`src/rtl/dpll_pkg.sv`:
```
// Package: shared types for the primary-side PLL synchronizer.
// Assumes: nothing beyond the sequencer state encoding below.
package dpll_pkg;

    // Startup and lock sequencer states.
    typedef enum logic [1:0] {
        SEQ_WAIT = 2'd0,   // counting comparator transitions, loop idle
        SEQ_ACQ  = 2'd1,   // loop running, looking for a lock run
        SEQ_LOCK = 2'd2    // lock declared
    } seq_state_t;

endpackage

```
`src/rtl/dpll_edge_sync.sv`:
```
// Module: brings the asynchronous comparator output into the fast clock
// domain through STAGES flops and flags its rising and falling edges.
// Assumes: comp_in pulses are far longer than STAGES fast cycles.
module dpll_edge_sync #(
    parameter int STAGES = 2
) (
    input  logic clk,
    input  logic rst_n,
    input  logic async_in,
    output logic rise,
    output logic fall
);

    logic [STAGES-1:0] sync_q;
    logic              last_q;

    // Synchronizer chain, one flop per stage.
    genvar g;
    generate
        for (g = 0; g < STAGES; g++) begin : g_stage
            if (g == 0) begin : g_first
                always_ff @(posedge clk) begin
                    if (!rst_n) sync_q[0] <= 1'b0;
                    else        sync_q[0] <= async_in;
                end
            end else begin : g_next
                always_ff @(posedge clk) begin
                    if (!rst_n) sync_q[g] <= 1'b0;
                    else        sync_q[g] <= sync_q[g-1];
                end
            end
        end
    endgenerate

    // Delayed copy of the synchronized level for edge detection.
    always_ff @(posedge clk) begin
        if (!rst_n) last_q <= 1'b0;
        else        last_q <= sync_q[STAGES-1];
    end

    // Edge flags, valid for one cycle.
    always_comb begin
        rise = sync_q[STAGES-1] & ~last_q;
        fall = ~sync_q[STAGES-1] & last_q;
    end

endmodule

```
`src/rtl/dpll_phase_det.sv`:
```
// Module: divider producing the sync clock, plus a phase detector that
// samples the divider count at each synchronized reference rising edge.
// Assumes: ref_rise lags the raw edge by exactly LAT cycles; that lag is
// subtracted so the error refers to the raw edge.
module dpll_phase_det #(
    parameter int DIV_BITS = 9,
    parameter int LAT      = 2
) (
    input  logic                       clk,
    input  logic                       rst_n,
    input  logic                       enable,
    input  logic                       ref_rise,
    output logic                       sync_clk,
    output logic signed [DIV_BITS-1:0] phase_err,
    output logic                       sample_vld
);

    localparam logic [DIV_BITS-1:0] LAT_W = DIV_BITS'(LAT);

    logic [DIV_BITS-1:0] div_q;

    // Free-running divider of the fast clock.
    always_ff @(posedge clk) begin
        if (!rst_n) div_q <= '0;
        else        div_q <= div_q + 1'b1;
    end

    // Sample the signed distance to the nearest wrap on each reference edge.
    always_ff @(posedge clk) begin
        if (!rst_n) begin
            phase_err  <= '0;
            sample_vld <= 1'b0;
        end else begin
            sample_vld <= enable & ref_rise;
            if (enable && ref_rise) phase_err <= $signed(div_q - LAT_W);
        end
    end

    assign sync_clk = div_q[DIV_BITS-1];

endmodule

```
`src/rtl/dpll_loop_filter.sv`:
```
// Module: proportional-integral loop filter with shift gains and a
// saturating integrator, producing the oscillator supply code.
// Assumes: a positive phase error means the local clock is early and the
// oscillator must slow down, so the code is lowered.
module dpll_loop_filter #(
    parameter int DIV_BITS = 9,
    parameter int DAC_BITS = 10,
    parameter int KP_SHIFT = 2,
    parameter int KI_SHIFT = 0
) (
    input  logic                       clk,
    input  logic                       rst_n,
    input  logic                       sample_vld,
    input  logic signed [DIV_BITS-1:0] phase_err,
    output logic [DAC_BITS-1:0]        dac_code
);

    localparam int SH_MAX = (KP_SHIFT > KI_SHIFT) ? KP_SHIFT : KI_SHIFT;
    localparam int WIDE   = (((DIV_BITS + SH_MAX) > DAC_BITS) ? (DIV_BITS + SH_MAX) : DAC_BITS) + 2;
    localparam logic signed [WIDE-1:0] CODE_TOP = {{(WIDE-DAC_BITS){1'b0}}, {DAC_BITS{1'b1}}};
    localparam logic [DAC_BITS-1:0]    CODE_MID = {1'b1, {(DAC_BITS-1){1'b0}}};

    logic [DAC_BITS-1:0]    integ_q;
    logic [DAC_BITS-1:0]    integ_nxt;
    logic [DAC_BITS-1:0]    code_nxt;
    logic signed [WIDE-1:0] err_w;
    logic signed [WIDE-1:0] integ_sum;
    logic signed [WIDE-1:0] code_sum;

    // Limit a wide signed value to the DAC code range.
    function automatic logic [DAC_BITS-1:0] clamp_code(input logic signed [WIDE-1:0] v);
        if (v < 0)             return '0;
        else if (v > CODE_TOP) return '1;
        else                   return v[DAC_BITS-1:0];
    endfunction

    // Integral then proportional path, each clamped.
    always_comb begin
        err_w     = {{(WIDE-DIV_BITS){phase_err[DIV_BITS-1]}}, phase_err};
        integ_sum = $signed({{(WIDE-DAC_BITS){1'b0}}, integ_q}) - (err_w <<< KI_SHIFT);
        integ_nxt = clamp_code(integ_sum);
        code_sum  = $signed({{(WIDE-DAC_BITS){1'b0}}, integ_nxt}) - (err_w <<< KP_SHIFT);
        code_nxt  = clamp_code(code_sum);
    end

    // Register integrator and output code once per phase sample.
    always_ff @(posedge clk) begin
        if (!rst_n) begin
            integ_q  <= CODE_MID;
            dac_code <= CODE_MID;
        end else if (sample_vld) begin
            integ_q  <= integ_nxt;
            dac_code <= code_nxt;
        end
    end

endmodule

```
`src/rtl/dpll_lock_seq.sv`:
```
// Module: startup and lock sequencer. It counts comparator transitions
// before enabling the loop, declares and drops lock from runs of phase
// samples, and releases the gate drive one cycle after lock.
// Assumes: sample_vld pulses only while pll_en is high.
module dpll_lock_seq #(
    parameter int DIV_BITS    = 9,
    parameter int START_EDGES = 4,
    parameter int LOCK_TOL    = 4,
    parameter int LOCK_RUN    = 8,
    parameter int UNLOCK_RUN  = 2
) (
    input  logic                       clk,
    input  logic                       rst_n,
    input  logic                       ref_rise,
    input  logic                       ref_fall,
    input  logic                       sample_vld,
    input  logic signed [DIV_BITS-1:0] phase_err,
    output logic                       pll_en,
    output logic                       lock_ok,
    output logic                       gate_en
);
    import dpll_pkg::*;

    localparam int EW = $clog2(START_EDGES + 1);
    localparam int GW = $clog2(LOCK_RUN + 1);
    localparam int BW = $clog2(UNLOCK_RUN + 1);
    localparam logic [EW-1:0]       EDGE_LAST = EW'(START_EDGES - 1);
    localparam logic [GW-1:0]       GOOD_LAST = GW'(LOCK_RUN - 1);
    localparam logic [BW-1:0]       BAD_LAST  = BW'(UNLOCK_RUN - 1);
    localparam logic [DIV_BITS-1:0] TOL_W     = DIV_BITS'(LOCK_TOL);

    seq_state_t          state_q;
    logic [EW-1:0]       edge_q;
    logic [GW-1:0]       good_q;
    logic [BW-1:0]       bad_q;
    logic [DIV_BITS-1:0] err_mag;
    logic                in_tol;
    logic                lose_evt;

    // Magnitude of the error and the tolerance test.
    always_comb begin
        err_mag  = phase_err[DIV_BITS-1] ? (~phase_err + 1'b1) : phase_err;
        in_tol   = (err_mag <= TOL_W);
        lose_evt = (state_q == SEQ_LOCK) && sample_vld && !in_tol && (bad_q == BAD_LAST);
    end

    // Sequencer: transition count, lock run and unlock run.
    always_ff @(posedge clk) begin
        if (!rst_n) begin
            state_q <= SEQ_WAIT;
            edge_q  <= '0;
            good_q  <= '0;
            bad_q   <= '0;
        end else begin
            case (state_q)
                SEQ_WAIT: begin
                    if (ref_rise || ref_fall) begin
                        edge_q <= edge_q + 1'b1;
                        if (edge_q == EDGE_LAST) state_q <= SEQ_ACQ;
                    end
                end
                SEQ_ACQ: begin
                    if (sample_vld) begin
                        if (!in_tol) begin
                            good_q <= '0;
                        end else if (good_q == GOOD_LAST) begin
                            good_q  <= '0;
                            bad_q   <= '0;
                            state_q <= SEQ_LOCK;
                        end else begin
                            good_q <= good_q + 1'b1;
                        end
                    end
                end
                SEQ_LOCK: begin
                    if (sample_vld) begin
                        if (in_tol) begin
                            bad_q <= '0;
                        end else if (bad_q == BAD_LAST) begin
                            bad_q   <= '0;
                            good_q  <= '0;
                            state_q <= SEQ_ACQ;
                        end else begin
                            bad_q <= bad_q + 1'b1;
                        end
                    end
                end
                default: state_q <= SEQ_WAIT;
            endcase
        end
    end

    // Gate enable: set a cycle after lock, cleared with the unlock.
    always_ff @(posedge clk) begin
        if (!rst_n)                      gate_en <= 1'b0;
        else if (lose_evt)               gate_en <= 1'b0;
        else if (state_q == SEQ_LOCK)    gate_en <= 1'b1;
    end

    assign pll_en  = (state_q != SEQ_WAIT);
    assign lock_ok = (state_q == SEQ_LOCK);

endmodule

```
`src/rtl/dpll_sync_ctrl.sv`:
```
// Module: top of the primary-side PLL synchronizer. It ties together the
// comparator synchronizer, divider and phase detector, loop filter and
// startup/lock sequencer.
// Assumes: clk_fast is the oscillator being steered; reset is synchronous
// to it.
module dpll_sync_ctrl #(
    parameter int DIV_BITS    = 9,
    parameter int DAC_BITS    = 10,
    parameter int SYNC_STAGES = 2,
    parameter int START_EDGES = 4,
    parameter int LOCK_TOL    = 4,
    parameter int LOCK_RUN    = 8,
    parameter int UNLOCK_RUN  = 2,
    parameter int KP_SHIFT    = 2,
    parameter int KI_SHIFT    = 0
) (
    input  logic                       clk_fast,
    input  logic                       rst_n,
    input  logic                       comp_in,
    output logic                       sync_clk,
    output logic signed [DIV_BITS-1:0] phase_err,
    output logic [DAC_BITS-1:0]        dac_code,
    output logic                       pll_en,
    output logic                       lock_ok,
    output logic                       gate_en
);

    logic ref_rise;
    logic ref_fall;
    logic sample_vld;

    dpll_edge_sync #(
        .STAGES (SYNC_STAGES)
    ) i_edge (
        .clk      (clk_fast),
        .rst_n    (rst_n),
        .async_in (comp_in),
        .rise     (ref_rise),
        .fall     (ref_fall)
    );

    dpll_phase_det #(
        .DIV_BITS (DIV_BITS),
        .LAT      (SYNC_STAGES)
    ) i_pd (
        .clk        (clk_fast),
        .rst_n      (rst_n),
        .enable     (pll_en),
        .ref_rise   (ref_rise),
        .sync_clk   (sync_clk),
        .phase_err  (phase_err),
        .sample_vld (sample_vld)
    );

    dpll_loop_filter #(
        .DIV_BITS (DIV_BITS),
        .DAC_BITS (DAC_BITS),
        .KP_SHIFT (KP_SHIFT),
        .KI_SHIFT (KI_SHIFT)
    ) i_lf (
        .clk        (clk_fast),
        .rst_n      (rst_n),
        .sample_vld (sample_vld),
        .phase_err  (phase_err),
        .dac_code   (dac_code)
    );

    dpll_lock_seq #(
        .DIV_BITS    (DIV_BITS),
        .START_EDGES (START_EDGES),
        .LOCK_TOL    (LOCK_TOL),
        .LOCK_RUN    (LOCK_RUN),
        .UNLOCK_RUN  (UNLOCK_RUN)
    ) i_seq (
        .clk        (clk_fast),
        .rst_n      (rst_n),
        .ref_rise   (ref_rise),
        .ref_fall   (ref_fall),
        .sample_vld (sample_vld),
        .phase_err  (phase_err),
        .pll_en     (pll_en),
        .lock_ok    (lock_ok),
        .gate_en    (gate_en)
    );

endmodule

```
`config.mk`:
```
export PLATFORM = sky130hd
export DESIGN_NAME = dpll_sync_ctrl
export DESIGN_NICKNAME = d
export VERILOG_FILES = /design/src/rtl/dpll_pkg.sv /design/src/rtl/dpll_edge_sync.sv /design/src/rtl/dpll_phase_det.sv /design/src/rtl/dpll_loop_filter.sv /design/src/rtl/dpll_lock_seq.sv /design/src/rtl/dpll_sync_ctrl.sv
export SDC_FILE = /design/constraint.sdc
export NUM_CORES = 1
export LEC_CHECK = 0
export ABC_CLOCK_PERIOD_IN_PS = 7600
export BUFFER_PORTS_ARGS = -buffer_cell sky130_fd_sc_hd__buf_2
export CORE_ASPECT_RATIO = 1.1
export CORE_MARGIN = 3
export CORE_UTILIZATION = 43
export DETAILED_ROUTE_END_ITERATION = 7
export PLACE_DENSITY_LB_ADDON = 0.25
export SKIP_CTS_REPAIR_TIMING = 1
export SLEW_MARGIN = 20
export SYNTH_ARGS = -nofsm -noshare
export SYNTH_HDL_FRONTEND = slang
export SYNTH_SLANG_ARGS = --single-unit
```
`constraint.sdc`:
```
create_clock -name clk_fast -period 7.6 [get_ports clk_fast]
set_clock_uncertainty 0.1 [all_clocks]
set_input_delay 0.38 -clock clk_fast [delete_from_list [all_inputs] [get_ports clk_fast]]
set_output_delay 0.38 -clock clk_fast [all_outputs]
set_load 0.005 [all_outputs]
```
==> Word level (Yosys, flattened, before mapping) <==
Cells that the tools add are included.
{ "classes": {"bitwise_logic": 7, "eq_ne": 13, "mux": 28, "addsub": 8, "n_reduce_logical": 14, "n_lt_le_gt_ge": 5} }
{ "ops": {"columns": ["cell", "n"], "rows": [
  ["$mux W10", 4],
  ["$mux W2", 14],
  ["$gt A12 B11 Y1 const B", 2],
  ["$lt A12 B1 Y1 const B", 2],
  ["$mux W4", 6],
  ["$add A9 B1 Y9 const B", 2],
  ["$ne A2 B1 Y1 const B", 6],
  ["$sub A11 B11 Y12", 1],
  ["$sub A11 B9 Y12", 1],
  ["$reduce_and A5 Y1", 2],
  ["$le A9 B3 Y1 const B", 1],
  ["$mux W9", 1],
  ["$not A9 Y9", 1],
  ["$sub A9 B2 Y9 const B", 1],
  ["$pmux W4 S2", 1],
  ["$reduce_and A8 Y1", 1],
  ["$pmux W2 S3", 1],
  ["$add A4 B1 Y4 const B", 1],
  ["$eq A2 B1 Y1 const B", 2],
  ["$eq A4 B3 Y1 const B", 1],
  ["$logic_and A1 B1 Y1", 4],
  ["$ne A2 B2 Y1 const B", 2],
  ["$pmux W2 S2", 1],
  ["$reduce_bool A2 Y1", 2],
  ["11 further kinds", 15]
]} }
{ "totals": {"input_bits": 3, "register_bits": 54, "output_inout_bits": 23, "wordCells": 88} }

==> Depth between registers and ports, before layout <==
{ "logic_depth": {"word_depth": 8, "mapped_depth": 20, "ltp_nobuf": 19} }

==> Cells and area by module <==
Synthesis repeated with hierarchy kept, for this count alone.
{ "hier_totals": {"cells_unflattened": 437, "hier_area_um2": 3666.0} }
{ "by_module_without_submodules": {"columns": ["mod", "area_each_um2", "n_inst", "cells_per_inst", "seq_area_each_um2"], "rows": [
  ["dpll_loop_filter", 2019.4, 1, 248, 400.4],
  ["dpll_phase_det", 813.3, 1, 90, 380.4],
  ["dpll_lock_seq", 742.0, 1, 91, 240.2],
  ["dpll_edge_sync", 91.3, 1, 8, 60.1]
]} }

==> Worst setup path before layout <==
Ideal clock, no wire load.
{ "synth_timing": {"path_type": "register -> register", "startpoint": "register i_pd.phase_err[0]", "endpoint": "register i_lf.dac_code[1]", "stages_incl_launch_ff": 19, "period_less_slack_ps": 4267, "required_ps": 7409, "setup_ps": 91, "path_slack_ps": 3333, "arrival_ps": 4076, "n_path_buf": 1, "cell_sequence": "dfxtp_1 > ha_1 > inv_1 > fa_1 > a21o_1 > a221oi_2 > a211oi_1 > nor2_1 > buf_2 > a21oi_1 > nor2_1 > ha_1 > inv_1 > fa_1 > a211oi_1 > o21ai_0 > o31ai_2 > a21oi_1 > a311oi_1"} }
{ "synth_via": {"elab_chain_cells": 8, "elab_cells_between_ends": 10, "cone_classes": "add/sub: 2; order compare: 4; mux: 4"} }
{ "synth_lines": {"columns": ["item", "line_no", "text"], "rows": [
  ["from (decl)", "dpll_phase_det.sv:14", "output logic signed [DIV_BITS-1:0] phase_err,"],
  ["from (signal assigned)", "dpll_phase_det.sv:35", "if (enable && ref_rise) phase_err <= $signed(div_q - LAT_W);"],
  ["$sub A11 B9 Y12", "dpll_loop_filter.sv:40", "integ_sum = $signed({{(WIDE-DAC_BITS){1'b0}}, integ_q}) - (err_w <<< KI_SHIFT);"],
  ["$gt A12 B11 Y1", "dpll_loop_filter.sv:33", "else if (v > CODE_TOP) return '1;"],
  ["$mux W10", "dpll_loop_filter.sv:33", null],
  ["$mux W10", "dpll_loop_filter.sv:32", "if (v < 0) return '0;"],
  ["$sub A11 B11 Y12 *", "dpll_loop_filter.sv:42", "code_sum = $signed({{(WIDE-DAC_BITS){1'b0}}, integ_nxt}) - (err_w <<< KP_SHIFT);"],
  ["$gt A12 B11 Y1", "dpll_loop_filter.sv:33", null],
  ["$mux W10", "dpll_loop_filter.sv:33", null],
  ["$mux W10 *", "dpll_loop_filter.sv:32", null],
  ["to (signal assigned)", "dpll_loop_filter.sv:53", "dac_code <= code_nxt;"],
  ["to (decl)", "dpll_loop_filter.sv:15", "output logic [DAC_BITS-1:0] dac_code"]
]} }
Mark *: on every way between the ends. The rest lies on a longest branch, timed or not.
A chain may end at the register's enable or synchronous reset.

==> Worst setup path after layout <==
Ends and elaborated chain as after synthesis.

==> flow_results.org <==
** Status
- The flow ran to the end, and the final reports show no timing, DRC or antenna violations.

** Power
- Static leakage power :: 1.50 nW
- Sequential share of power :: 44.1%
- Pwr per Cell Area :: 174 nW/µm²
- Net switching is 34.6% of the power.
- Per report_power, the clock group accounts for 26.6% of the total.
- Internal power comes to 0.440 mW.
- Peak VDD IR :: 84.9 µV
- Combinational logic burns 29.3% of the power.
- Switching Power :: 0.233 mW

** Job
- Number of maximum-capacitance violations :: 0

** Yosys
- Among all flip-flop cells after synthesis, the most frequent one is dfxtp_1.
- Synthesis produced a netlist whose cell count is 439.
- Yosys printed 0 warnings.
- The share of the Yosys chip area taken by registers is 30.4%.
- Synthesized Nets :: 475
- Cell taking the most area after synthesis :: dfxtp_1
- Dividing the synthesized area by the synthesized cell count gives 8.10 µm².
- In this run the cell area of the synthesized design comes to 3560 µm².
- The synthesized netlist contains 59 unique library cells.
- Synthesized flop and latch total :: 54
- After synthesis, the cell types taking the most area are dfxtp_1 (30%), ha_1 (11%), a21oi_1 (5.1%).
- For this run, asynchronously set or reset flops after synthesis account for 0%.
- The synthesized design contains 0 enable-type register cells.
- Share of Yosys cell area claimed by the top area cell type :: 30.4%

** Critical path
- The critical path in this run is classified as reg2reg.
- End of the critical path :: i_lf.dac_code[1]$_SDFFE_PN0P_
- Along the worst path, the maximum fanout reaches 13.
- R2R Path End :: i_lf.dac_code[1]$_SDFFE_PN0P_
- At the worst endpoint, the required time is 7.71 ns.
- Across all register-to-register paths, the minimum setup slack is 2.48 ns.
- Worst setup SP type :: register
- Cells on worst reg2reg path :: 17
- Kind of capture point of the worst setup path :: register
- In this run the critical register-to-register path is launched from i_pd.phase_err[0]$_SDFFE_PN0P_.
- Data arrives at the worst endpoint at 5.23 ns.
- In this run the worst setup path begins at i_pd.phase_err[0]$_SDFFE_PN0P_.

** Timing
- Fin crit share :: 67.3%
- For the pin with the worst max-slew slack, the measured transition is 0.963 ns.
- Headroom to the max-slew limit :: 35.4%
- Final WS setup :: 2.48 ns
- Final number of hold-violating endpoints :: 0
- Crit path time final :: 5.12 ns
- Max-slew violation count :: 0
- Setup violations remaining at the end of the flow were counted as 0.
- Final TNS setup :: 0 ns
- Setup repair after global routing left no endpoint under its margin.
- Peak clock frequency supported by timing :: 195 MHz

** Clock tree
- The later pin in the worst-skew pair is clocked with a latency of 0.32 ns.
- Buffers inserted during clock tree synthesis total 5.
- Clock transition at path regs :: 0.11 ns
- Count of clock tree sinks :: 54
- The clock passes through at most 2 buffers.
- TritonCTS built the clock tree.
- Clock tree synthesis selected as its root buffer the cell clkbuf_8.
- H-tree Lvls :: 2

** Detailed routing
- The first detailed-routing pass took 5 iterations.
- After the first detailed-routing iteration, the DRC count stood at 245.
- Dividing the detail-routed via count by the number of cells gives 5.75.
- For this block, the routed nets add up to 8.69 mm of wire.
- The detailed router placed 3253 vias in this run.
- The count of nets left with antenna violations once routing finished came out at 0.
- Dividing the detail-routed wire length by the instance count gives 15.3 µm.
- Count of unresolved DRC violations after routing :: 0

** Place
- Summed over all nets, the half-perimeter wirelength after detailed placement is 6.49 mm.
- OpenSTA, run right after detailed placement, puts the worst setup slack at 2.58 ns.
- Placer congestion estimate :: 0.950
- Port bufs :: 25

** Layout
- Fraction of layout cells with a size suffix above 1 :: 9.83%
- The filler cells instantiated in the layout total 813.
- Relative to the synthesized area, the layout overhead comes to 8.62%.
- Antenna cell count :: 0
- Final net count :: 493

** Hold path
- The path class of the tightest hold or removal check is in2reg.

** Global routing
- Number of antenna violations at the first check in global routing :: 0
- The number of global-route vias before repair came to 3031.
- Global routing used 19.4% of the available tracks.
- Wire length of the first global-routing pass :: 14.7 mm
- Entering global routing, the biggest net connects 35 pins.
- Overflow after GRT :: 0

** Die
- In this run the vertical extent of the chip is 101 µm.
- In this run the standard cell core region covers 8000 µm².
- Horiz. Die Dim :: 92.7 µm
- After floorplanning, the core was divided into 34 placement rows.
- The die covers 9400 µm².
- Effective utilization at floorplan :: 44.5%
- 26 I/O pins were placed.
## placed cells by master (no fill, tap or decap), types with 13 or more instances in the layout
cell	n
dfxtp_1	54
a21oi_1	36
nor2_1	35
nand2_1	35
o21ai_0	35
ha_1	31
inv_1	27
buf_2	25
xnor2_1	15
a211oi_1	14
nand3_1	13
## layer usage
metal	global-route usage (%)	wire (µm)
met1	25.9	4030
met2	32.1	4120
met3	2.97	358
met4	6.54	172
met5	0	0
## critical path, stage by stage (launching register included)
cell,delay [ns]
dfxtp_1,0.46
ha_1,0.20
inv_1,0.06
fa_1,0.41
a21o_1,0.20
a221oi_2,0.37
a211oi_1,0.16
nor2_1,0.55
a21oi_1,0.14
nor2_1,0.14
ha_1,0.18
inv_1,0.06
fa_1,0.44
a211oi_1,0.32
o21ai_0,0.19
o31ai_2,0.68
a21oi_1,0.08
a311oi_1,0.28
## flip-flops by register name, summed over array words and instances, names as in the netlist
signal,cells
i_edge.sync_q,2
i_lf.integ_q,10
i_seq.edge_q,3
i_seq.state_q,2
i_seq.bad_q,2
i_pd.sample_vld,1
i_edge.last_q,1
i_pd.div_q,9
i_seq.gate_en,1
i_seq.good_q,4
i_lf.dac_code,10
i_pd.phase_err,9
## cells by family after synthesis
family	share of synthesized area [%]
DFF	30.4
buffers and inverters	5.00
muxes	1.13
and+or+nand+nor	17.1
adders and majority gates	12.0
xor gates and xnor gates	5.91
AOI/OAI and AO/OA	28.4
## synth_stat cells, drive strengths merged (3+ instances only)
master	count
a21oi	37
o211ai	11
inv	27
o21bai	3
a31oi	9
o21a	4
ha	31
o2111ai	3
and3	3
xor2	9
o21ai	36
nor2b	6
xnor2	15
a211oi	15
nor2	35
mux2i	4
and2	8
clkbuf	14
nand2b	6
or3	3
a21o	7
dfxtp	54
a211o	3
nand2	35
o221a	3
nand3	13
nor3	12
## through the flow
step	cells	power [mW]	hold slack (ns)	instance area, µm²	util [%]
finish	566	0.673	0.165	3860	48.3
global route	566	0.711	0.169	3860	48.3
CTS	566	0.675	0.163	3860	48.3
detailed placement	558	0.497	0.338	3760	47.0
global placement	558	0.496	0.312	3760	47.0
floorplan	439	0.460	0.312	3560	-
## power by group through the flow
stage / clock, mW / combinational [mW] / sequential (mW)
after floorplan: 0 / 0.158 / 0.302
after global placement: 0 / 0.193 / 0.303
after detailed placement: 0 / 0.194 / 0.303
after CTS: 0.183 / 0.195 / 0.297
after global routing: 0.192 / 0.221 / 0.298
final: 0.179 / 0.197 / 0.297
## final cells by class
class | count | area [µm²] | share of cell area [%]
tap | 108 | 135 | 3.50
multi-input combinational | 340 | 2300 | 59.5
inverter | 29 | 109 | 2.82
clock buffer | 5 | 68.8 | 1.78
clock inverter | 3 | 28.8 | 0.745
timing repair buffer | 27 | 140 | 3.63
sequential | 54 | 1080 | 28.0
## worst min-delay path by stage
stage,end,depth (start not counted),slack [ns],startpoint
after floorplan,i_edge.sync_q[1]$_SDFF_PN0_,1,0.31,i_edge.sync_q[0]$_SDFF_PN0_
after global placement,i_edge.sync_q[1]$_SDFF_PN0_,1,0.31,i_edge.sync_q[0]$_SDFF_PN0_
after detailed placement,i_edge.sync_q[1]$_SDFF_PN0_,1,0.34,i_edge.sync_q[0]$_SDFF_PN0_
after CTS,i_edge.sync_q[0]$_SDFF_PN0_,2,0.16,comp_in
after global routing,i_edge.sync_q[0]$_SDFF_PN0_,2,0.17,comp_in
final,i_edge.sync_q[0]$_SDFF_PN0_,2,0.16,comp_in
(Power assumes the default switching activity.)
